[config.mk]
export PLATFORM = sky130hd
export DESIGN_NAME = sync_hunt_rx
export DESIGN_NICKNAME = d
export VERILOG_FILES = /design/src/rtl/sync_rx_pkg.sv /design/src/rtl/sync_hunt_detect.sv /design/src/rtl/sync_char_asm.sv /design/src/rtl/sync_rx_buffer.sv /design/src/rtl/sync_hunt_rx.sv
export SDC_FILE = /design/constraint.sdc
export NUM_CORES = 1
export LEC_CHECK = 0
export ABC_AREA = 1
export BUFFER_PORTS_ARGS = -buffer_cell sky130_fd_sc_hd__buf_2
export CAP_MARGIN = 20
export CORE_MARGIN = 1.5
export CORE_UTILIZATION = 52
export DETAILED_ROUTE_END_ITERATION = 8
export GPL_TIMING_DRIVEN = 0
export PLACE_DENSITY = 0.74
export SYNTH_ARGS = -nofsm -noshare
export SYNTH_HDL_FRONTEND = slang
export SYNTH_SLANG_ARGS = --single-unit
[constraint.sdc]
create_clock -name clk -period 2.15 [get_ports clk]
set_clock_uncertainty 0.15 [all_clocks]
set_input_delay 0 -clock clk [delete_from_list [all_inputs] [get_ports clk]]
set_output_delay 0 -clock clk [all_outputs]
set_load 0.05 [all_outputs]
[src/rtl/sync_rx_pkg.sv]
package sync_rx_pkg;
    localparam int CHAR_W = 8;
    localparam int CNT_W  = 4;
    localparam logic [CHAR_W-1:0] FLAG_PAT = 8'h7E;

    typedef enum logic {ST_HUNT, ST_ASM} rx_state_e;

    // number of bits in a character for a length code
    function automatic logic [CNT_W-1:0] len_bits(input logic [1:0] code);
        return CNT_W'(5) + {2'b00, code};
    endfunction

    // right-justify the newest N bits held at the top of a window
    function automatic logic [CHAR_W-1:0] rjust(input logic [CHAR_W-1:0] v,
                                                input logic [1:0] code);
        logic [2:0] sh;
        sh = 3'd3 - {1'b0, code};
        return v >> sh;
    endfunction

    function automatic logic [CHAR_W-1:0] len_mask(input logic [1:0] code);
        logic [2:0] sh;
        sh = 3'd3 - {1'b0, code};
        return {CHAR_W{1'b1}} >> sh;
    endfunction
endpackage

[src/rtl/sync_hunt_detect.sv]
module sync_hunt_detect
    import sync_rx_pkg::*;
(
    input  logic              clk,
    input  logic              rst,
    input  logic              clr,
    input  logic              strobe,
    input  logic              bit_i,
    input  logic              bit_mode,
    input  logic [CHAR_W-1:0] sync_char,
    input  logic [1:0]        char_len,
    output logic              match
);
    logic [CHAR_W-1:0] win_q, win_nxt, got, want;
    logic [CNT_W-1:0]  fill_q, need;

    always_comb begin
        win_nxt = {bit_i, win_q[CHAR_W-1:1]};
        want    = bit_mode ? FLAG_PAT : (sync_char & len_mask(char_len));
        got     = bit_mode ? win_nxt : rjust(win_nxt, char_len);
        need    = bit_mode ? CNT_W'(CHAR_W) : len_bits(char_len);
        match   = strobe && ((fill_q + CNT_W'(1)) >= need) && (got == want);
    end

    always_ff @(posedge clk) begin
        if (rst || clr) begin
            win_q  <= '0;
            fill_q <= '0;
        end else if (strobe) begin
            win_q <= win_nxt;
            if (fill_q < CNT_W'(CHAR_W))
                fill_q <= fill_q + CNT_W'(1);
        end
    end

    // fill count never exceeds the window size
    p_fill_bound_r4: assert property (@(posedge clk) disable iff (rst)
        fill_q <= CNT_W'(CHAR_W));
endmodule

[src/rtl/sync_char_asm.sv]
module sync_char_asm
    import sync_rx_pkg::*;
(
    input  logic              clk,
    input  logic              rst,
    input  logic              clr,
    input  logic              strobe,
    input  logic              bit_i,
    input  logic [1:0]        char_len,
    output logic              done,
    output logic [CHAR_W-1:0] char_out
);
    logic [CHAR_W-1:0] sh_q, sh_nxt;
    logic [CNT_W-1:0]  cnt_q;

    always_comb begin
        sh_nxt   = {bit_i, sh_q[CHAR_W-1:1]};
        done     = strobe && ((cnt_q + CNT_W'(1)) == len_bits(char_len));
        char_out = rjust(sh_nxt, char_len);
    end

    always_ff @(posedge clk) begin
        if (rst || clr) begin
            sh_q  <= '0;
            cnt_q <= '0;
        end else if (strobe) begin
            sh_q  <= sh_nxt;
            cnt_q <= done ? '0 : cnt_q + CNT_W'(1);
        end
    end

    // bit counter stays below the longest character
    p_cnt_bound_r5: assert property (@(posedge clk) disable iff (rst)
        cnt_q < CNT_W'(CHAR_W));
endmodule

[src/rtl/sync_rx_buffer.sv]
module sync_rx_buffer
    import sync_rx_pkg::*;
(
    input  logic              clk,
    input  logic              rst,
    input  logic              load,
    input  logic [CHAR_W-1:0] load_val,
    input  logic              rd_data_en,
    input  logic              rd_stat_en,
    output logic [CHAR_W-1:0] buf_q,
    output logic              ready_q,
    output logic              ovr_q
);
    always_ff @(posedge clk) begin
        if (rst) begin
            buf_q   <= '0;
            ready_q <= 1'b0;
            ovr_q   <= 1'b0;
        end else begin
            if (load)
                buf_q <= load_val;
            if (load)
                ready_q <= 1'b1;
            else if (rd_data_en)
                ready_q <= 1'b0;
            if (load && ready_q && !rd_data_en)
                ovr_q <= 1'b1;
            else if (rd_stat_en)
                ovr_q <= 1'b0;
        end
    end

    p_ready_set_r6: assert property (@(posedge clk) disable iff (rst)
        load |=> ready_q);
    p_buf_hold_r7: assert property (@(posedge clk) disable iff (rst)
        !load |=> $stable(buf_q));
    p_ovr_set_r8: assert property (@(posedge clk) disable iff (rst)
        (load && ready_q && !rd_data_en) |=> ovr_q);
endmodule

[src/rtl/sync_hunt_rx.sv]
module sync_hunt_rx
    import sync_rx_pkg::*;
(
    input  logic              clk,
    input  logic              rst,
    input  logic              rx_en,
    input  logic              bit_mode,
    input  logic [CHAR_W-1:0] sync_char,
    input  logic [1:0]        char_len,
    input  logic              rx_strobe,
    input  logic              rx_bit,
    input  logic              rd_data_en,
    input  logic              rd_stat_en,
    output logic [CHAR_W-1:0] rd_data,
    output logic              data_ready,
    output logic              overrun,
    output logic              in_sync
);
    rx_state_e         state_q;
    logic              hunting, assembling, match, asm_done;
    logic [CHAR_W-1:0] asm_char;

    assign hunting    = rx_en && (state_q == ST_HUNT);
    assign assembling = rx_en && (state_q == ST_ASM);
    assign in_sync    = (state_q == ST_ASM);

    always_ff @(posedge clk) begin
        if (rst || !rx_en)
            state_q <= ST_HUNT;
        else if (hunting && match)
            state_q <= ST_ASM;
    end

    sync_hunt_detect u_hunt (
        .clk       (clk),
        .rst       (rst),
        .clr       (!hunting),
        .strobe    (rx_strobe && hunting),
        .bit_i     (rx_bit),
        .bit_mode  (bit_mode),
        .sync_char (sync_char),
        .char_len  (char_len),
        .match     (match)
    );

    sync_char_asm u_asm (
        .clk      (clk),
        .rst      (rst),
        .clr      (!assembling),
        .strobe   (rx_strobe && assembling),
        .bit_i    (rx_bit),
        .char_len (char_len),
        .done     (asm_done),
        .char_out (asm_char)
    );

    sync_rx_buffer u_buf (
        .clk        (clk),
        .rst        (rst),
        .load       (asm_done),
        .load_val   (asm_char),
        .rd_data_en (rd_data_en),
        .rd_stat_en (rd_stat_en),
        .buf_q      (rd_data),
        .ready_q    (data_ready),
        .ovr_q      (overrun)
    );

    p_disable_r9: assert property (@(posedge clk) disable iff (rst)
        !rx_en |=> !in_sync);
    p_no_load_hunt_r3: assert property (@(posedge clk) disable iff (rst)
        (state_q == ST_HUNT) |-> !asm_done);
endmodule

==> results of run 1 <==
-- layer usage --
layer,part of all wire,GRT usage
met2,0.45,0.400
met4,0.016,0.0878
met5,0,0
met3,0.048,0.0581
met1,0.49,0.308
-- flip-flops by register name, summed over array words and instances (netlist names) --
| register | count |
|---|---|
| u_asm.sh_q | 7 |
| in_sync | 1 |
| u_hunt.fill_q | 4 |
| u_hunt.win_q | 7 |
| u_buf.ovr_q | 1 |
| u_asm.cnt_q | 4 |
| u_buf.ready_q | 1 |
| u_buf.buf_q | 8 |
-- critical path, cell delays in order --
cell and delay (ns):
dlygate4sd3_1 0.54, buf_2 0.14, inv_1 0.17, nand2_1 0.17, nor2_4 0.21, o21ai_0 0.13
a21oi_1 0.12, dlygate4sd3_1 0.56
-- power by group through the flow --
stage	Combinational (uW)	Sequential (uW)	Clock, uW
6_report	172	623	470
5_1_grt	198	623	508
4_1_cts	170	623	481
3_5_place_dp	161	637	0
3_3_place_gp	158	637	0
2_1_floorplan	109	635	0
-- per-stage QoR --
step	hold slack (ns)	util
final	0.00604	0.636
after global routing	0.0515	0.636
after CTS	0.00308	0.634
after detailed placement	0.0553	0.591
after global placement	0.0482	0.591
after floorplan	-0.0809	-
-- repair_timing --
item,CTS,global route
hold buffers,7,0
hold endpoints to repair,14,0
setup endpoints to repair,0,1
resized for setup,0,2
-- cell usage in the layout (no fill, tap or decap), types with 2 or more instances in the layout --
master         count
nor3_1             2
nand3_1           24
ha_1               8
inv_2              2
clkbuf_8           6
clkbuf_1           3
o21ai_0           33
nor2_1            39
mux2i_1            2
buf_2             32
dlygate4sd3_1      7
xor2_1             3
nand4_1            2
inv_1             30
dfxtp_1           33
a21oi_1           26
nand2_1           65
nand3b_1           5
o21ai_1            6
-- cell type report --
cell class                      count  area (um^2)
Fill cell                         359         1320
Multi-Input combinational cell    223         1120
Sequential cell                    33          661
Timing Repair Buffer               35          210
Inverter                           34          130
Clock buffer                        7         86.3
Tap cell                           48         60.1
Buffer                              7         38.8
-- path summary, 6_finish.rpt --
path | slack, ns | from | endpoint
worst max-delay path | 0.19 | rst | u_asm.sh_q[7]$_SDFFE_PP0P_
worst min-delay path | 0.006 | sync_char[4] | in_sync$_SDFFE_PP0P_
worst max register to register | 0.29 | u_asm.cnt_q[0]$_SDFFE_PP0P_ | u_buf.buf_q[1]$_SDFFE_PP0P_
worst min register to register | 0.32 | u_hunt.win_q[1]$_SDFFE_PP0P_ | u_hunt.win_q[1]$_SDFFE_PP0P_
-- cell families (layout without fill, tap and decap cells) --
| family | after synthesis | in the layout | share of synthesized area |
|---|---|---|---|
| AO/OA/AOI/OAI | 67 | 67 | 0.174 |
| XOR/XNOR | 4 | 4 | 0.0180 |
| adder cells (fa/ha/maj) | 8 | 8 | 0.0514 |
| buffers and inverters | 41 | 83 | 0.0868 |
| flip-flops | 33 | 33 | 0.340 |
| multiplexers | 2 | 2 | 0.0103 |
| AND/OR/NAND/NOR | 142 | 142 | 0.320 |
==> results.toml, run 1 <==
[clock_network]
h-tree-depth = 2
clk_latency_ns = 0.29
clkTransAtPathRegs_ns = 0.06
cts_tree = "yes"
cts_buffers = 5
cts_buffer_depth = 2
root_buffer = "clkbuf_8"
cts.sinks = 33
post_cts.repair.setup_buffers = 0

[power_and_ir_drop]
leakage_uw = 0.00107
clkPwrFrac = 0.372
pwr-share-comb = 0.136
power.density_nw_per_um2 = 548
p_seq_frac = 0.493
power.switching_uw = 328
max-vdd-ir-drop_mv = 0.311
p_sw_frac = 0.259
p_total_uw = 1260
p_int_uw = 937

[yosys]
synth_common_cells = "nand2_1, nor2_1, dfxtp_1, o21ai_0, inv_1"
synthFlopType = "dfxtp_1"
yosys_warnings = 0
yosys.area.top_type = "dfxtp_1"
yosysSeqAreaShare = 0.340
synth_top_cell_area_share = 0.340
synth-edff-count = 0
syn-cell-area_um2 = 1950
syn_inst = 297
ys_ff_latch = 33
netlist_top_cells_area = "dfxtp_1, nand2_1, o21ai_0"
avgSynthCellArea_um2 = 6.55
synthDistinctLibCells = 27
yosysMostFrequentCell = "nand2_1"
synth_nets = 323
async_reset_ff_frac = 0

[finish]
drive_above_1_share = 0.139
antennaDiodeCount = 0
final_area_um2 = 2310
syn2layout_area_growth_pct = 18.7
nets = 365
instances_no_fill = 387

[route]
postRouteAntennaNets = 0
drtIter0Drc = 75
drc = 0
via_per_inst = 5.06
drt_first_pass_iters = 4
via_count = 1959
wl_um = 4610
routedWlPerCell_um = 11.9

[critical_path]
cp-end-kind = "flip-flop"
crit_type = "input port to flip-flop"
crit_fanout = 9
reg2regPathDepth = 8
arrival_ns = 2.04
start_kind = "input port"
required_ns = 2.23

[floorplanning]
die_area_um2 = 4120
ioPinCount = 29
start_util = 0.535
fp.dieH_um = 64.2
die_w_um = 64.2
rows = 22
core_um2 = 3630

[global_route]
grt_pass1_vias = 1805
grt_max_degree = 11
grt_overflow = 0
grt_pass1_wl_um = 7730
antenna_found_initial = 0
gr-usage-all-layers = 0.243

[placed_design]
dp_cells = 373
hpwlAfterDp_um = 3430
placed_cell_area_um2 = 2150
pre_cts_ws_ns = 0.122
io_buffers = 28
place_congestion = 0.859

[sta]
worst_pin_slew_ns = 0.558
slew_headroom = 0.626
finalHoldViolations = 0
finalCritPeriodShare = 0.913
finalSetupViolCount = 0
setup_slack_ns = 0.187
tns_ns = 0
fmax_ghz = 0.509
rsz0062_at_grt = "no"
period_minus_slack_ns = 1.96
drv_slew = 0

[hold_path]
hold_depth = 8
hold_class = "input port to flip-flop"

[job]
cap_violations = 0

[status]
status = "finished, final reports clean"
Note: power is estimated with default switching activity, not from simulation.
==> run 2, diff against run 1 <==
==> constraint.sdc (replaced) <==
create_clock -name clk -period 2.15 [get_ports clk]
set_clock_uncertainty 0.15 [all_clocks]
set_input_delay 0.215 -clock clk [delete_from_list [all_inputs] [get_ports clk]]
set_output_delay 0.215 -clock clk [all_outputs]
set_load 0.05 [all_outputs]
==> results.toml, run 2 (synthesized netlist as in run 1, its figures left out) <==
[finish]
largest_register_ffs = 8
final_cell_mix = "nand2_1, nor2_1, o21ai_0, dfxtp_1, buf_2"
num-fill-cells = 371
final_area_um2 = 2240
syn2layout_area_growth_pct = 15.2
nets = 359
drive_above_1_share = 0.138
final_common_cell = "nand2_1"
top_register = "u_buf.buf_q"
instances_no_fill = 381
antennaDiodeCount = 0
reg.largest.list = "u_buf.buf_q: 8 flops, u_asm.sh_q: 7 flops, u_hunt.win_q: 7 flops"

[power_and_ir_drop]
leakage_uw = 0.00105
p_total_uw = 1260
power.density_nw_per_um2 = 562
max-vdd-ir-drop_mv = 0.312

[sta]
period_minus_slack_ns = 1.95
rsz0062_at_grt = "no"
fmax_ghz = 0.513
worst_pin_slew_ns = 0.558
slew_headroom = 0.627
finalHoldViolations = 0
tns_ns = 0
holdWs_ns = 0.0260
finalSetupViolCount = 0
drv_slew = 0
finalCritPeriodShare = 0.907

[global_route]
grt_pass1_vias = 1750
grt_pass1_wl_um = 7600
grt_overflow = 0
grt_max_degree = 11
antenna_found_initial = 0
gr-usage-all-layers = 0.239

[critical_path]
reg2regPathDepth = 8
critPathBufInv = 4
rrSetupSlack_ns = 0.29
path_delay_family = "adder cells"
cp-end-kind = "flip-flop"
start_kind = "input port"
path_cells = "buf_2 > inv_1 > buf_2 > ha_1 > nand2_1 > ha_1 > inv_1 > o21bai_1 > nand3_1 > nand3_1 > nand3_1 > a21oi_1 > nand2_1 > nand2_1"
crit_fanout = 10
crit_type = "input port to flip-flop"
cpPeakStageDelay_ns = 0.34
crit_slowest_cell = "ha_1"
required_ns = 2.23
arrival_ns = 2.03
r2r_start = "u_asm.cnt_q[0]$_SDFFE_PP0P_"
r2r_end = "u_buf.buf_q[1]$_SDFFE_PP0P_"

[hold_path]
hold_depth = 4
min_to = "u_buf.ovr_q$_SDFFE_PP0P_"
hold_class = "input port to flip-flop"
worstHoldStart = "rd_stat_en"

[clock_network]
root_buffer = "clkbuf_8"
clk_latency_ns = 0.29
cts_buffers = 5
cts.sinks = 33
cts_resized = 0
h-tree-depth = 2
cts_buffer_depth = 2
clkTransAtPathRegs_ns = 0.06
cts_tree = "yes"

[route]
wl_um = 4510
postRouteAntennaNets = 0
routedWlPerCell_um = 11.8
via_per_inst = 5.07
via_count = 1933
drtIter0Drc = 79
drt_first_pass_iters = 4
drc = 0

[job]
cap_violations = 0

[placed_design]
place_congestion = 0.859
placed_cell_area_um2 = 2150
dp_cells = 373
hpwlAfterDp_um = 3430
io_buffers = 28

[floorplanning]
fp.dieH_um = 64.2
core_um2 = 3630
die_w_um = 64.2
ioPinCount = 29
start_util = 0.535
rows = 22
die_area_um2 = 4120

[status]
status = "finished, final reports clean"
==> run 2: cell type report <==
type,instances,area [um^2],share of cell area
Multi-Input combinational cell,223,1120,0.498
Tap cell,48,60.1,0.0268
Sequential cell,33,661,0.295
Clock buffer,7,86.3,0.0385
Buffer,7,38.8,0.0173
Inverter,34,130,0.0580
Timing Repair Buffer,29,150,0.0670
==> run 2: routing by layer <==
metal	global-route usage	vias up	wire, um
met5	0	-	0
met4	0.0878	0	73
met3	0.0581	6	234
met2	0.387	50	2000
met1	0.308	835	2200
li1	-	1042	-
==> run 2: worst max-delay path by stage <==
stage	from	endpoint	slack, ns	depth (start not counted)
finish	char_len[1]	in_sync$_SDFFE_PP0P_	0.20	14
floorplan	in_sync$_SDFFE_PP0P_	u_buf.buf_q[0]$_SDFFE_PP0P_	0.23	8
global placement	char_len[1]	u_buf.buf_q[7]$_SDFFE_PP0P_	-0.04	11
global route	char_len[1]	in_sync$_SDFFE_PP0P_	0.006	14
CTS	char_len[1]	in_sync$_SDFFE_PP0P_	0.19	14
detailed placement	char_len[1]	in_sync$_SDFFE_PP0P_	-0.09	14
==> run 2: what timing repair did <==
action / in CTS / in global routing
buffers inserted: 0 / 0
hold buffers: 1 / 0
endpoints found under the hold margin: 2 / 0
==> run 2: tightest hold or removal path, stage by stage <==
cell	delay, ns
buf_2	0.07
inv_1	0.03
nand2_1	0.04
a21oi_1	0.06
==> run 2: per-stage QoR <==
| step | utilization | worst slack, ns |
|---|---|---|
| 3_5_place_dp | 0.591 | -0.0927 |
| 6_report | 0.617 | 0.201 |
| 3_3_place_gp | 0.591 | -0.0372 |
| 2_1_floorplan | - | 0.231 |
| 5_1_grt | 0.617 | 0.00609 |
| 4_1_cts | 0.617 | 0.193 |
==> run 2: report_power, final <==
group / internal (uW) / leakage (uW) / switching (uW) / total [uW]
Clock: 254 / 0.0000443 / 219 / 472
Sequential: 617 / 0.000266 / 5.82 / 623
Combinational: 60.2 / 0.000735 / 104 / 164
